===== src/rtl/lut_cell_pkg.sv =====
package lut_cell_pkg;

    // Number of table output channels / registers per cell
    localparam int unsigned NCH = 2;

    // Register data source select encoding
    typedef enum logic [1:0] {
        DSEL_F0   = 2'd0,
        DSEL_F1   = 2'd1,
        DSEL_HOLD = 2'd2,
        DSEL_DIN  = 2'd3
    } dsel_e;

endpackage


===== src/rtl/lut_cell_addr.sv =====
module lut_cell_addr
    import lut_cell_pkg::*;
#(
    parameter int unsigned IN_W = 5,
    localparam int unsigned AW  = IN_W + 2
) (
    input  logic                    fb_mode,
    input  logic                    page,
    input  logic [IN_W-1:0]         in_var,
    input  logic [NCH-1:0]          q,
    output logic [NCH-1:0][AW-1:0]  raddr
);

    // One read address per channel: split mode keeps the channels in
    // separate halves, feedback mode puts both registers on top.
    for (genvar c = 0; c < NCH; c++) begin : g_ch
        localparam logic HALF = (c != 0);
        always_comb begin
            if (fb_mode) begin
                raddr[c] = {q[1], q[0], in_var};
            end else begin
                raddr[c] = {page, HALF, in_var};
            end
        end
    end

endmodule


===== src/rtl/lut_cell_dmux.sv =====
module lut_cell_dmux
    import lut_cell_pkg::*;
(
    input  logic [1:0]     sel,
    input  logic [NCH-1:0] f,
    input  logic           q_self,
    input  logic           din,
    output logic           d
);

    always_comb begin
        d = q_self;
        case (dsel_e'(sel))
            DSEL_F0:   d = f[0];
            DSEL_F1:   d = f[1];
            DSEL_HOLD: d = q_self;
            DSEL_DIN:  d = din;
        endcase
    end

endmodule


===== src/rtl/lut_cell.sv =====
module lut_cell
    import lut_cell_pkg::*;
#(
    parameter int unsigned IN_W = 5
) (
    input  logic              clk,
    input  logic              rst_n,
    input  logic              cfg_en,
    input  logic              wr_en,
    input  logic [IN_W+1:0]   wr_addr,
    input  logic [1:0]        wr_data,
    input  logic              fb_mode,
    input  logic              page,
    input  logic [IN_W-1:0]   in_var,
    input  logic              din,
    input  logic [1:0]        dsel_a,
    input  logic [1:0]        dsel_b,
    input  logic [1:0]        osel,
    output logic [1:0]        dout
);

    localparam int unsigned AW    = IN_W + 2;
    localparam int unsigned DEPTH = 1 << AW;

    typedef struct packed {
        logic [DEPTH-1:0][NCH-1:0] mem;
    } tbl_t;

    typedef struct packed {
        logic [NCH-1:0] q;
    } ff_t;

    tbl_t tbl_d, tbl_q;
    ff_t  ff_d,  ff_q;

    logic [NCH-1:0][AW-1:0] raddr;
    logic [NCH-1:0][1:0]    dsel_v;
    logic [NCH-1:0]         f;
    logic [NCH-1:0]         dnext;

    assign dsel_v = {dsel_b, dsel_a};

    lut_cell_addr #(.IN_W(IN_W)) u_addr (
        .fb_mode (fb_mode),
        .page    (page),
        .in_var  (in_var),
        .q       (ff_q.q),
        .raddr   (raddr)
    );

    for (genvar c = 0; c < NCH; c++) begin : g_ch
        // Combinational table read, one bit per channel
        assign f[c] = tbl_q.mem[raddr[c]][c];

        lut_cell_dmux u_dmux (
            .sel    (dsel_v[c]),
            .f      (f),
            .q_self (ff_q.q[c]),
            .din    (din),
            .d      (dnext[c])
        );

        assign dout[c] = osel[c] ? ff_q.q[c] : f[c];
    end

    // Next-state computation
    always_comb begin
        tbl_d = tbl_q;
        if (cfg_en && wr_en) begin
            tbl_d.mem[wr_addr] = wr_data;
        end
        ff_d.q = dnext;
    end

    // Table storage: configuration survives reset
    always_ff @(posedge clk) begin
        tbl_q <= tbl_d;
    end

    // Cell registers with asynchronous clear
    always_ff @(posedge clk or negedge rst_n) begin
        if (!rst_n) begin
            ff_q <= '0;
        end else begin
            ff_q <= ff_d;
        end
    end

endmodule


===== config.mk =====
export PLATFORM = sky130hd
export DESIGN_NAME = lut_cell
export DESIGN_NICKNAME = d
export VERILOG_FILES = /design/src/rtl/lut_cell_pkg.sv /design/src/rtl/lut_cell_addr.sv /design/src/rtl/lut_cell_dmux.sv /design/src/rtl/lut_cell.sv
export SDC_FILE = /design/constraint.sdc
export NUM_CORES = 1
export LEC_CHECK = 0
export ABC_CLOCK_PERIOD_IN_PS = 7090
export BUFFER_PORTS_ARGS = -buffer_cell sky130_fd_sc_hd__buf_2
export CAP_MARGIN = 20
export CORE_MARGIN = 2
export CORE_UTILIZATION = 59
export CTS_CLUSTER_DIAMETER = 200
export DETAILED_ROUTE_END_ITERATION = 10
export GPL_TIMING_DRIVEN = 0
export PLACE_DENSITY = 0.78
export SLEW_MARGIN = 20
export SYNTH_ARGS = -nofsm -noshare
export SYNTH_HDL_FRONTEND = slang
export SYNTH_SLANG_ARGS = --single-unit

===== constraint.sdc =====
create_clock -name clk -period 7.09 [get_ports clk]
set_clock_uncertainty 0.1 [all_clocks]
set_input_delay 0.709 -clock clk [delete_from_list [all_inputs] [get_ports clk]]
set_output_delay 0.709 -clock clk [all_outputs]
set_load 0.01 [all_outputs]

# == Word-level counts from Yosys, hierarchy flattened ==
# Cells that the tools add are included.
# classes
add_sub_neg,0
multipliers,0
div,0
n_lt_le_gt_ge,4
eq_ne,6
n_shift,0
muxes,13
n_bitwise,0
reduce_logical,4
# op_table
cell,count
bitwise mux 256 bit,1
binary-select mux 2 bit (select 7 bit),2
< comparator 7 x 8 -> 1 bit (second input constant),3
demux 2 bit (select 7 bit),1
2-to-1 mux 7 bit,2
== test 2 bit (second input constant),4
greater-or-equal comparator 7 x 1 -> 1 bit (second input constant),1
case mux 1 bit (3 select lines),2
== test 2 x 1 -> 1 bit (second input constant),2
zero test 2 bit,2
2-to-1 mux 2 bit,2
2-to-1 mux 1 bit,3
logical AND 1 bit,2
# totals
register_bits,258
latch_bits,0
ramBits,0
mem_bits_ro,0
input_bits,27
output_inout_bits,2
word_cells,157
mem_count,0

# == Longest topological paths before layout ==
# depth
depth_word,5
mapped_depth,10
ltp_nobuf,7

# == By module ==
# Synthesis repeated with hierarchy kept, for this count alone.
# hier_totals
hier_cells,697
area_unflattened_um2,11039.3
# modules_own_cells
mod,instances,cells_each,area_per_inst_um2,seq_area_each_um2
lut_cell,1,681,10882.9,7737.4
lut_cell_addr,1,14,111.4,0.0
lut_cell_dmux,2,1,22.5,0.0

# == Worst setup path after synthesis ==
# Ideal clock, no wire load.
# synth_path
path_kind,input-to-output
from,input port in_var[0]
to,output port dout[0]
arrival_ns,2.467
t_required_ns,6.281
setup_slack_ns,3.814
stages,8
path_buffers,2
path_cell_list,buf_6 -> buf_6 -> mux4_2 -> a2111oi_2 -> o21ai_1 -> nand4_1 -> o221ai_2 -> mux2_2
# synth_between
elab_chain_cells,4
# synth_rtl
element,line,source
from (decl),lut_cell.sv:14,"input logic [IN_W-1:0] in_var,"
2-to-1 mux 7 bit,lut_cell_addr.sv:19,if (fb_mode) begin
binary-select mux 2 bit (select 7 bit),lut_cell.sv:53,assign f[c] = tbl_q.mem[raddr[c]][c];
2-to-1 mux 1 bit (implied by the code),lut_cell.sv:53,
2-to-1 mux 1 bit,lut_cell.sv:63,assign dout[c] = osel[c] ? ff_q.q[c] : f[c];
to (decl),lut_cell.sv:19,output logic [1:0] dout
# Every way passes these cells. The select of a mux whose other input is x is not followed.

# == Worst setup path after layout ==
# layout_path
from,input port in_var[1]
to,output port dout[1]
# layout_between
elab_chain_cells,4
# layout_rtl
element,line
2-to-1 mux 7 bit,lut_cell_addr.sv:19
binary-select mux 2 bit (select 7 bit),lut_cell.sv:53
2-to-1 mux 2 bit (implied by the code),lut_cell.sv:53
2-to-1 mux 1 bit,lut_cell.sv:63
# Every way passes these cells. The select of a mux whose other input is x is not followed.

==> results.md <==
- The area of the multi-input gates is 2920 µm².
- The global-route wire length before repair is 40.23 mm.
- In the layout the commonest cells are 256 x edfxtp_1, 137 x nor2_1, 52 x mux4_2.
- The number of input and output port buffers inserted is 24.
- On the critical path the largest part of the delay comes from buffers and inverters.
- The ratio of cells with drive above 1 in the final layout is 18.54%.
- The count of fill cells added during filler insertion is 1241.
- The type of origin of the critical path is an input pin.
- The fraction of registers with async set or reset after synthesis is 0.7752%.
- The maximum clock rate is 0.2230 GHz.
- Yosys attributes the largest share of cell area to edfxtp_1 71%, mux4_2 11%, nor2_1 4.7%.
- Entering global routing, the biggest net connects 85 pins.
- Before antenna repair, the detailed router went through 5 iterations.
- The highest signal layer in the routed design is met4.
- The number of antenna violations at the first check in global routing is 0.
- The post-route minimum period is 4.485 ns.
- The setup slack on the worst flop-to-flop path is 4.04 ns.
- The post-detailed-route via-to-cell ratio is 6.694.
- The share of the synthesized area in the top cell type is 70.87%.
- The number of different library cells used by synthesis comes to 46.
- The cell occurring most often along the worst timing path is buf_2.
- The number of diodes added for antenna fixing is 0.
- The number of hold violations in the final report is 0.
- The number of nets with antenna violations after routing is 0.
- The wire-length estimate of the detail-placed layout is 17.82 mm.
- The number of enable flip-flop cells after synthesis is 256.
- The clock passes through at most 3 buffers.
- The root buffer selected by CTS is clkbuf_16.
- After clock tree synthesis, the clock-pin slew on the worst setup and hold paths is 0.06 ns.
- The mean area per synthesized cell is 16.61 µm².
- The number of global-route vias before repair is 6430.
- The boundary pin count is 29.
- On the worst path, the slowest cell contributes a delay of 0.71 ns.
- The share of synthesized area occupied by flip-flops and latches is 71.33%.
- The worst vdd rail ir drop is 0.2732 mV.
- At the worst endpoint, the required time is 6.28 ns.
- The net count of the finished layout is 735.
- For this block, wires on met1 add up to 10.34 mm.
- The top fanout value on the critical path is 10.
- The worst relative slew slack is 29.81%.
- Max-cap violations in this run came to 0.
- The leading cell type in the layout, fill and taps excluded is edfxtp_1.
- Global routing finished with a remaining overflow of 0.
- The number of warnings reported in the yosys synthesis log is 0.
- The weighted congestion reported at the end of routability-driven placement is 0.9661.
- The number of nets in the synthesized netlist is 680.
- Compared with the post-synthesis result, the final layout area differs by 11.43%.
- The total vias in the final route is 6406.
- The effective utilization at floorplan is 60.18%.
- The routed design uses 13.18 mm of met2 wire.
- The run finished with clean final reports.
- The area occupied by registers is 7737 µm².
- The floorplan step defined a core boundary enclosing 18020 µm².
- The biggest area contributor in the post-synthesis netlist is edfxtp_1.
- In the final timing run, aggregate negative setup slack is 0 ns.
- The standard cell with the maximum stage delay on the critical path is clkbuf_1.
- The category of the critical setup timing path is in2out.
- For this design, the sink count on the clock tree is 258.
- Gates resized during post-CTS repair numbered 0.
- Counting both buffers and inverters, the worst setup path holds a total of 4.
- The number of levels the H-tree was split into is 1.
- Setup repair after global routing left no endpoint under its margin.
- Summed over all nets, wire length on met3 after detailed routing comes to 2.892 mm.
- For this block, the initial DRC count from the detailed router was 1016.
- The flip-flop cell with the highest count after synthesis is edfxtp_1.
- The completed layout was analyzed and its total power is 0.003158 W.
- The power density over cell area is 261.3 nW/µm².
- Data on the critical path arrives at its endpoint at 3.68 ns.
- The die covers 19490 µm².
- The synthesized netlist occupies a cell area of 10850 µm².
- The instance count of the mapped netlist is 653.
- The critical path goes through buf_2 -> buf_2 -> clkbuf_1 -> mux4_2 -> a22oi_1 -> nand3_1 -> nand2_1 -> nor4_1 -> mux2_2 -> buf_2.
- The final routed wirelength across all metal layers is 27.08 mm.
- The die span in y is 139.6 µm.
- In the routed design, unresolved DRC markers number 0.
- The number of slew-limit violations in the final report came to 0.
- The CTS tree is yes.
- Clock latency on the worst-skew pair, taken at its later pin, is 0.52 ns.
- The number of CTS-inserted buffers is 26.
- For the pin with the worst max-slew slack, the measured transition is 1.050 ns.
- After layout, the worst path uses 63.26% of the clock period.
- The static leakage power is 3.786 nW.
- Row generation in the floorplan step produced 49 rows.
- The post-synthesis sequential element count is 258.
- STA classifies the critical path endpoint as a primary output.
- The average routed wire per standard cell is 28.30 µm.
- From left edge to right edge, the die measures 139.6 µm.
- In the global route stage, overall resource usage came out at 28.22%.
- Setup violations remaining at the end of the flow were counted as 0.
- Once layout is complete, the utilization of the core stands at 67.06%.
- In this run the worst hold path is classified as in2reg.
## worst reg2reg max path, delay by kind of cell, from the launching register on
kind            cells  cell delay, ns
simple gates        2            0.37
compound gates      2            0.73
flops               1            0.46
buf+inv             1            0.43
mux                 2            0.84
## power by group
part | total (W) | switching [W] | internal [W] | leakage (nW)
Combinational | 0.000229 | 0.000145 | 0.0000840 | 1.08
Sequential | 0.00169 | 0.00000695 | 0.00168 | 2.32
Clock | 0.00124 | 0.000545 | 0.000694 | 0.379
Total | 0.00316 | 0.000697 | 0.00246 | 3.79
## through the flow
stage                     instance area, µm²  cells  hold slack (ns)  worst slack (ns)
after global placement                 11250    906           0.3922             2.815
final                                  12090    957           0.3780             2.605
after global routing                   12090    957           0.3712             2.565
after floorplan                        10850    653           0.3134             3.814
after detailed placement               11310    908           0.3954             2.742
after CTS                              12090    957           0.3710             2.707
## sequential cells by signal, summed over array words and instances (netlist names)
signal  count
ff_q        2
tbl_q     256
## final timing paths
check | from | to | cells after the start
max reg2reg | ff_q[0] | ff_q[0] | 7
min reg2reg | ff_q[1] | ff_q[1] | 1
max in group asynchronous | rst_n | ff_q[1] | 2
min | dsel_b[1] | ff_q[1] | 2
min in group asynchronous | rst_n | ff_q[0] | 2
max | in_var[1] | dout[1] | 10
## metal layers
layer	GRT usage, %	up-vias
met3	5.540	54
li1	-	2683
met5	0	-
met1	40.34	3224
met4	7.105	0
met2	45.90	445
## cell families (layout without fill, tap and decap cells)
kind of cell / count (synthesis) / count (layout) / share of synthesized area [%]
DFF: 258 / 258 / 71.33
and+or+nand+nor: 224 / 224 / 9.043
muxes: 91 / 91 / 14.90
AOI/OAI and AO/OA: 44 / 44 / 2.976
buffers and inverters: 36 / 111 / 1.753
## cells in the mapped netlist, types with 5 or more instances
| library cell | instances |
|---|---|
| buf_2 | 8 |
| buf_6 | 5 |
| clkbuf_1 | 17 |
| edfxtp_1 | 256 |
| mux2_2 | 5 |
| mux2i_1 | 31 |
| mux4_2 | 52 |
| nand2_1 | 24 |
| nand3_1 | 20 |
| nand4_1 | 6 |
| nor2_1 | 137 |
| nor2b_1 | 15 |
| nor3_1 | 6 |
| o21ai_0 | 8 |
| o22ai_1 | 5 |
## repair_timing
action / 4_1_cts / 5_1_grt
hold endpoints to repair: 2 / 0
buffers inserted: 0 / 0
hold buffers: 1 / 0
## cell type report
type	instances	share of cell area, %
Buffer	33	1.480
Timing Repair Buffer	27	1.573
Multi-Input combinational cell	359	24.16
Clock inverter	13	0.4761
Clock buffer	35	5.838
Inverter	3	0.09316
Sequential cell	258	64.01
Tap cell	229	2.370
(Power assumes the default switching activity.)
